## config.mk

```make
export PLATFORM = sky130hd
export DESIGN_NAME = dualcarrier_pwm
export DESIGN_NICKNAME = d
export VERILOG_FILES = /design/src/rtl/dcpwm_pkg.sv /design/src/rtl/dcpwm_carrier.sv /design/src/rtl/dcpwm_refpath.sv /design/src/rtl/dcpwm_gates.sv /design/src/rtl/dualcarrier_pwm.sv
export SDC_FILE = /design/constraint.sdc
export NUM_CORES = 1
export LEC_CHECK = 0
export ABC_AREA = 1
export BUFFER_PORTS_ARGS = -buffer_cell sky130_fd_sc_hd__buf_2
export CORE_ASPECT_RATIO = 1.1
export CORE_MARGIN = 2
export CORE_UTILIZATION = 60
export DETAILED_ROUTE_END_ITERATION = 7
export MAX_ROUTING_LAYER = met4
export PLACE_DENSITY = 0.74
export SLEW_MARGIN = 20
export SYNTH_ARGS = -nofsm -noshare
export SYNTH_HDL_FRONTEND = slang
export SYNTH_SLANG_ARGS = --single-unit
```

## constraint.sdc

```tcl
create_clock -name clk -period 4 [get_ports clk]
set_input_delay 0.8 -clock clk [delete_from_list [all_inputs] [get_ports clk]]
set_output_delay 0.8 -clock clk [all_outputs]
set_load 0.02 [all_outputs]
```

## src/rtl/dcpwm_pkg.sv

```systemverilog
package dcpwm_pkg;

  typedef enum logic {
    SLOPE_DN = 1'b0,
    SLOPE_UP = 1'b1
  } slope_e;

endpackage

```

## src/rtl/dcpwm_carrier.sv

```systemverilog
// Triangular carrier: an up/down counter that reverses at 0 and at PEAK.
// START_HIGH selects the starting extreme and direction (A: low/up, B: high/down).
module dcpwm_carrier
  import dcpwm_pkg::*;
#(
  parameter int CNT_W      = 16,
  parameter int PEAK       = 3750,
  parameter bit START_HIGH = 1'b0
) (
  input  logic             clk,
  input  logic             rst_n,
  input  logic             run,
  output logic [CNT_W-1:0] cnt,
  output slope_e           slope
);

  localparam logic [CNT_W-1:0] PEAK_V    = CNT_W'(PEAK);
  localparam logic [CNT_W-1:0] TURN_HI   = CNT_W'(PEAK - 1);
  localparam logic [CNT_W-1:0] TURN_LO   = CNT_W'(1);
  localparam logic [CNT_W-1:0] START_VAL = START_HIGH ? PEAK_V : '0;
  localparam slope_e           START_SL  = START_HIGH ? SLOPE_DN : SLOPE_UP;

  logic [CNT_W-1:0] cnt_nx;
  slope_e           slope_nx;

  always_comb begin
    cnt_nx   = cnt;
    slope_nx = slope;
    if (!run) begin
      cnt_nx   = START_VAL;
      slope_nx = START_SL;
    end else if (slope == SLOPE_UP) begin
      cnt_nx = cnt + 1'b1;
      if (cnt == TURN_HI) slope_nx = SLOPE_DN;
    end else begin
      cnt_nx = cnt - 1'b1;
      if (cnt == TURN_LO) slope_nx = SLOPE_UP;
    end
  end

  always_ff @(posedge clk or negedge rst_n) begin
    if (!rst_n) begin
      cnt   <= START_VAL;
      slope <= START_SL;
    end else begin
      cnt   <= cnt_nx;
      slope <= slope_nx;
    end
  end

endmodule

```

## src/rtl/dcpwm_refpath.sv

```systemverilog
// Duty scaling (ceiling, capped at PEAK+1), shadow register and valley-timed
// transfer into the active compare register.
module dcpwm_refpath #(
  parameter int CNT_W  = 16,
  parameter int DUTY_W = 16,
  parameter int PEAK   = 3750
) (
  input  logic              clk,
  input  logic              rst_n,
  input  logic              take,
  input  logic [DUTY_W-1:0] duty,
  input  logic              valley,
  output logic [CNT_W-1:0]  act_ref
);

  localparam int               PROD_W = DUTY_W + CNT_W + 1;
  localparam logic [PROD_W-1:0] MULT  = PROD_W'(PEAK + 1);
  localparam logic [PROD_W-1:0] ROUND = PROD_W'((64'd1 << DUTY_W) - 64'd1);
  localparam logic [PROD_W-1:0] LIMIT = PROD_W'(PEAK + 1);

  logic [PROD_W-1:0] prod;
  logic [PROD_W-1:0] quot;
  logic [CNT_W-1:0]  scaled;
  logic [CNT_W-1:0]  shadow;

  always_comb begin
    prod   = {{(PROD_W-DUTY_W){1'b0}}, duty} * MULT + ROUND;
    quot   = prod >> DUTY_W;
    scaled = (quot > LIMIT) ? LIMIT[CNT_W-1:0] : quot[CNT_W-1:0];
  end

  always_ff @(posedge clk or negedge rst_n) begin
    if (!rst_n) begin
      shadow  <= '0;
      act_ref <= '0;
    end else begin
      if (take)   shadow  <= scaled;
      if (valley) act_ref <= shadow;
    end
  end

endmodule

```

## src/rtl/dcpwm_gates.sv

```systemverilog
// Comparators and polarity steering onto the two switch pairs.
module dcpwm_gates #(
  parameter int CNT_W = 16
) (
  input  logic             en,
  input  logic             neg_q,
  input  logic [CNT_W-1:0] act_ref,
  input  logic [CNT_W-1:0] car_a,
  input  logic [CNT_W-1:0] car_b,
  output logic             pos_a,
  output logic             pos_b,
  output logic             pos_unf,
  output logic             neg_a,
  output logic             neg_b,
  output logic             neg_unf
);

  logic pwm_a;
  logic pwm_b;
  logic side_pos;
  logic side_neg;

  always_comb begin
    pwm_a    = act_ref > car_a;
    pwm_b    = act_ref > car_b;
    side_pos = en & ~neg_q;
    side_neg = en &  neg_q;
    pos_a    = pwm_a & side_pos;
    pos_b    = pwm_b & side_pos;
    pos_unf  = side_pos;
    neg_a    = pwm_a & side_neg;
    neg_b    = pwm_b & side_neg;
    neg_unf  = side_neg;
  end

endmodule

```

## src/rtl/dualcarrier_pwm.sv

```systemverilog
module dualcarrier_pwm
  import dcpwm_pkg::*;
#(
  parameter int CNT_W    = 16,
  parameter int HALF_CNT = 3750,
  parameter int DUTY_W   = 16
) (
  input  logic              clk,
  input  logic              rst_n,
  input  logic              en,
  input  logic              duty_valid,
  output logic              duty_ready,
  input  logic [DUTY_W-1:0] duty_frac,
  input  logic              grid_neg,
  output logic              pos_a,
  output logic              pos_b,
  output logic              pos_unf,
  output logic              neg_a,
  output logic              neg_b,
  output logic              neg_unf,
  output logic              period_start
);

  logic [CNT_W-1:0] car_a;
  logic [CNT_W-1:0] car_b;
  logic [CNT_W-1:0] act_ref;
  slope_e           slope_a;
  slope_e           slope_b;
  logic             neg_q;
  logic             valley;

  dcpwm_carrier #(.CNT_W(CNT_W), .PEAK(HALF_CNT), .START_HIGH(1'b0)) car_a_i (
    .clk(clk), .rst_n(rst_n), .run(en), .cnt(car_a), .slope(slope_a)
  );

  dcpwm_carrier #(.CNT_W(CNT_W), .PEAK(HALF_CNT), .START_HIGH(1'b1)) car_b_i (
    .clk(clk), .rst_n(rst_n), .run(en), .cnt(car_b), .slope(slope_b)
  );

  assign valley       = (car_a == '0);
  assign duty_ready   = en;
  assign period_start = en & valley;

  dcpwm_refpath #(.CNT_W(CNT_W), .DUTY_W(DUTY_W), .PEAK(HALF_CNT)) ref_i (
    .clk(clk), .rst_n(rst_n), .take(duty_valid & duty_ready),
    .duty(duty_frac), .valley(valley), .act_ref(act_ref)
  );

  always_ff @(posedge clk or negedge rst_n) begin
    if (!rst_n) neg_q <= 1'b0;
    else        neg_q <= grid_neg;
  end

  dcpwm_gates #(.CNT_W(CNT_W)) gates_i (
    .en(en), .neg_q(neg_q), .act_ref(act_ref), .car_a(car_a), .car_b(car_b),
    .pos_a(pos_a), .pos_b(pos_b), .pos_unf(pos_unf),
    .neg_a(neg_a), .neg_b(neg_b), .neg_unf(neg_unf)
  );

endmodule

```

== After elaboration in Yosys (flattened, before gate mapping) ==
Index checks and enable logic that the tools add are counted.

* Add/sub/neg operators: 5
* Multipliers: 1
* Divide/modulo/power cells: 0
* $lt $le $gt $ge: 3
* Equal/unequal tests: 4
* Shift-type cells: 0
* Multiplexer cells: 13
* Bitwise logic cells: 9
* Reductions and logical operators: 1

{| class="wikitable"
|+ Operators with widths
! kind !! number
|-
| 2-to-1 mux 16 bit || 5
|-
| adder 16 x 1 -> 16 bit (second input constant) || 2
|-
| equality test 16 x 1 -> 1 bit (second input constant) || 2
|-
| equality test 16 x 12 -> 1 bit (second input constant) || 2
|-
| > comparator 16 bit || 2
|-
| subtractor 16 x 1 -> 16 bit (second input constant) || 2
|-
| adder 28 x 16 -> 29 bit (second input constant) || 1
|-
| multiplier 16 x 12 -> 28 bit (second input constant) || 1
|-
| > comparator 17 x 12 -> 1 bit (second input constant) || 1
|-
| logical NOT 16 bit || 1
|-
| bitwise AND 1 bit || 8
|-
| 2-to-1 mux 1 bit || 8
|-
| NOT 1 bit || 1
|}

* Register bits: 67
* Bits in latches: 0
* Bits in writable memories: 0
* Memory bits (read-only): 0
* Bits of input ports: 21
* Output and inout port bits: 8
* Memories: 0

== Depth between registers and ports, before layout ==
* Word-level depth: 4
* Mapped depth: 28

== Hierarchy ==
Synthesis repeated with hierarchy kept, for this count alone.

* Cells, all modules: 1322
* Area, all modules: 9494.1 µm²

{| class="wikitable"
|+ Modules (own cells, without submodules)
! module !! instances !! cells an instance !! area an instance (µm²) !! sequential area each (µm²)
|-
| dcpwm_refpath || 1 || 737 || 5905.7 || 650.6
|-
| dcpwm_carrier at car_b_i || 1 || 205 || 1301.2 || 434.2
|-
| dcpwm_carrier at car_a_i || 1 || 208 || 1276.2 || 426.7
|-
| dcpwm_gates || 1 || 150 || 900.9 || 0.0
|-
| dualcarrier_pwm || 1 || 22 || 110.1 || 25.0
|}

== Worst setup path before layout ==
OpenSTA, ideal clock, no wires.

* Path type: input port to flip-flop
* From: input port duty_frac[7]
* To: register ref_i.shadow[3]
* Library setup time: 0.121 ns
* Data arrival time: 5.070 ns
* Required time: 3.879 ns
* Setup slack: -1.191 ns
* Cell stages on the path: 24
* Cell sequence: inv_1 fa_1 inv_1 fa_1 fa_1 fa_1 inv_1 fa_1 inv_1 ha_1 nand2_2 inv_2 nand2_1 nand2_1 nand2_1 nand2_1 a21oi_2 nand2_1 a21oi_1 and2_4 nor2_4 buf_6 nand3_1 o21ai_1

* Word-level cells in the longest chain between the ends: 4

{| class="wikitable"
|+ RTL lines
! what !! RTL line !! text
|-
| from (decl) || dualcarrier_pwm.sv:13 || <nowiki>input logic [DUTY_W-1:0] duty_frac,</nowiki>
|-
| multiplier 16 x 12 -> 28 bit * || dcpwm_refpath.sv:27 || <nowiki>prod = {{(PROD_W-DUTY_W){1'b0}}, duty} * MULT + ROUND;</nowiki>
|-
| adder 28 x 16 -> 29 bit * || dcpwm_refpath.sv:27 ||
|-
| > comparator 17 x 12 -> 1 bit || dcpwm_refpath.sv:29 || <nowiki>scaled = (quot > LIMIT) ? LIMIT[CNT_W-1:0] : quot[CNT_W-1:0];</nowiki>
|-
| 2-to-1 mux 16 bit * || dcpwm_refpath.sv:29 ||
|-
| to (signal assigned) || dcpwm_refpath.sv:37 || <nowiki>if (take) shadow <= scaled;</nowiki>
|-
| to (decl) || dcpwm_refpath.sv:24 || <nowiki>logic [CNT_W-1:0] shadow;</nowiki>
|}

Every way passes the cells marked *; elsewhere a longest branch is shown, timed or not.
A chain may end at the register's enable or synchronous reset.

== Worst setup path in the final report ==
* From: input port duty_frac[7]
* To: register ref_i.shadow[11]

The elaborated chain is that of the path after synthesis.

==> flow_summary_export.csv <==
group,metric,value,unit
logic_synthesis,synth_edf_count,0,
placement,port_buffers,28,
grt,grt.overflow.total,0,
grt,antenna_found_initial,0,
logic_synthesis,synth_ff_type,"dfrtp_1",
outcome,violations,"negative setup slack",
min_path,hold_start,"ref_i.act_ref[0]$_DFFE_PN0N_",
critical_path,r2r_slack,1.94,ns
placement,place_ws,-1.54,ns
clocking,path_clk_slew,0.05,ns
critical_path,worst-path-buf-inv,8,
logic_synthesis,synth_most_common_cell,"inv_1",
logic_synthesis,syn_nets,1377,
logic_synthesis,synth-seq-area-share,0.177,
finish,finalNonFillerCells,1468,
clocking,htreeDepth,3,
logic_synthesis,syn-cell-area,8690,um2
critical_path,r2r-end,"car_a_i.cnt[14]$_DFF_PN0_",
clocking,clk_latency,0.33,ns
logic_synthesis,synth_area_leader_cell,"fa_1",
min_path,holdPathStages,2,
logic_synthesis,avgSynthCellArea,7.63,um2
critical_path,cp_top_family,"adder cells",
power_and_ir_drop,power_density,815,nW/um2
logic_synthesis,ys_async_sr_fraction,1.00,
critical_path,start_kind,"input port",
critical_path,crit_chain,"buf_8 -> clkinvlp_4 -> fa_1 -> inv_1 -> fa_1 -> fa_2 -> inv_2 -> fa_2 -> fa_1 -> inv_2 -> ha_4 -> nand2_4 -> buf_4 -> nor4_4 -> nand3_1 -> buf_4 -> nand3_1 -> nand2_2 -> nand2_2 -> nor2_4 -> nand2_4 -> nand3_1 -> nand2_1 -> inv_1",
timing,finalSetupViolations,12,
finish,area_growth,20.0,%
timing,layout_min_cycle_time,5.18,ns
timing,fin_tns_setup,-13.54,ns
die,die_w,119,um
critical_path,crit_path_end_kind,"flop",
critical_path,setup.worst_path.end,"ref_i.shadow[11]$_DFFE_PN0P_",
die,dieArea,15500,um2
timing,setup_ws,-1.18,ns
critical_path,worst-path-stages,24,
placement,dp.final_hpwl,16500,um
timing,fin_crit_sh,1.29,
die,ios,29,
finish,nNetsFinal,1509,
critical_path,required,4.23,ns
grt,grt_pass1_vias,7829,
die,core_area,14300,um2
timing,hold_viol,0,
die,initial_core_util,0.609,
critical_path,cp.arrival,5.41,ns
route,ant_nets,0,
clocking,cts_root_buffer,"clkbuf_16",
critical_path,critical_path.slowest_cell,"fa_2",
critical_path,startpoint,"duty_frac[7]",
route,drt_iter0_drc,355,
placement,gp_congestion,0.940,
clocking,cts_made_buffers,9,
logic_synthesis,synthTopCellsByArea,"fa_1 (19%), ha_1 (19%), dfrtp_1 (15%)",
critical_path,r2r_cells,13,
logic_synthesis,yosysWarningCount,0,
route,avgRoutedWirePerCell,13.8,um
power_and_ir_drop,ir_worst_vdd,651,uV
critical_path,reg2reg_from,"car_a_i.cnt[0]$_DFF_PN0_",
placement,dp_cells,1447,
critical_path,crit_type,"input port to flop",
critical_path,cp_max_fo,5,
route,route.detailed.drc,0,
outcome,status,"finished with violations",
finish,diodes,0,
logic_synthesis,yosys.area.top_type_share,0.193,
timing,drv_slew,0,
timing,fin_skew,0.00632,ns
logic_synthesis,syn_inst,1139,
clocking,clockBufferDepth,2,
logic_synthesis,synth.distinct_cells,46,
critical_path,crit_path_max_incr_delay,0.59,ns
min_path,hp-class,"flop to flop",
route,vias_per_cell,5.21,
clocking,clock-sinks,61,
grt,track_usage,0.287,
route,routed_wl,20300,um
route,via_count,7647,
timing,rsz0062_at_grt,"true",
flow_run,cap_violations,0,
finish,layout-drive-gt1-share,0.188,
route,firstDrtPassIters,5,
clocking,cts_tree,"built",
timing,slew_headroom,0.376,
grt,grt_first_pass_wirelength,34700,um
grt,grt_max_degree,43,
logic_synthesis,synth-seq-cells,61,
power_and_ir_drop,leakage,5.74,nW
logic_synthesis,ys_top_cells_by_count,"inv_1 (273), nand2_1 (222), ha_1 (133)",
timing,fmax,0.193,GHz
die,fp-row-count,46,
power_and_ir_drop,power,0.00850,W
timing,worst_slew_pin_slew,0.936,ns
die,die_h,130,um
## placed cells by master (no fill, tap or decap), types with 6 or more instances in the layout
master,count
fa_1,82
inv_1,264
nand3_1,43
ha_1,127
nor4_1,7
o21ai_0,55
clkbuf_16,9
nand4_1,16
a21oi_1,63
nand2_1,206
nor2_2,8
nor2_1,63
buf_2,27
dfrtp_1,53
nand3_2,6
nor3_1,17
buf_4,101
nand2_4,12
inv_2,9
nand2_2,14
nor2_4,7
dfstp_2,8
## what timing repair did
item / CTS / global route
setup buffers: 1 / 2
pin swaps: 34 / 18
hold buffers: 0 / 0
gates resized for setup: 30 / 41
cloned: 2 / 0
endpoints found under the setup margin: 12 / 12
## worst reg2reg max path, delay by kind of cell, from the launching register on
kind / cells / cell delay [ns]
simple gates: 9 / 1.00
compound gates: 2 / 0.22
flops: 1 / 0.45
buf+inv: 1 / 0.06
fa+ha+maj: 1 / 0.20
## report_power, final
part	leakage (nW)	total (W)	internal, W	switching [W]
clock network	0.140	0.000730	0.000469	0.000261
registers	0.762	0.000830	0.000744	0.0000856
logic	4.84	0.00695	0.00298	0.00396
## per-stage QoR
stage / instance area [um2] / hold slack [ns] / util
floorplan: 8750 / 0.434 / -
global placement: 9840 / 0.459 / 0.689
detailed placement: 9840 / 0.482 / 0.689
CTS: 10300 / 0.496 / 0.719
global route: 10400 / 0.517 / 0.731
finish: 10400 / 0.490 / 0.731
## how the worst min path moves through the flow
stage,endpoint,slack [ns]
after floorplan,car_b_i.cnt[15]$_DFF_PN0_,0.43
after global placement,car_b_i.cnt[15]$_DFF_PN0_,0.46
after detailed placement,ref_i.shadow[6]$_DFFE_PN0P_,0.48
after CTS,ref_i.shadow[6]$_DFFE_PN0P_,0.50
after global routing,car_b_i.cnt[15]$_DFF_PN0_,0.52
final,ref_i.act_ref[0]$_DFFE_PN0N_,0.49
## layout make-up
cell class                      count  area [um2]
Fill cell                        1152        3840
Tap cell                          192         240
Timing Repair Buffer              132         951
Inverter                          276        1040
Sequential cell                    61        1540
Clock buffer                       15         278
Multi-Input combinational cell    791        6380
Clock inverter                      1        5.00
## metal layers
metal | vias to the layer above | GRT usage | wire, um
met5 | - | - | 0
met3 | 53 | 0.0188 | 415
met4 | 0 | 0.112 | 621
met2 | 138 | 0.551 | 11000
li1 | 3856 | - | -
met1 | 3600 | 0.310 | 8240
## logic make-up (layout without fill, tap and decap cells)
family,after synthesis,in the layout,synth area share
xor gates and xnor gates,5,5,0.00504
muxes,2,2,0.00259
AOI/OAI and AO/OA,158,158,0.100
and+or+nand+nor,407,409,0.205
adders and majority gates,217,217,0.385
buffers and inverters,289,424,0.126
DFF,61,61,0.177
## flip-flops by register name (all words and copies together) (netlist names)
name           count
neg_q              1
car_b_i.cnt       16
car_a_i.slope      1
ref_i.shadow      13
ref_i.act_ref     13
car_a_i.cnt       16
car_b_i.slope      1
Power figures use the tool's default switching activity.
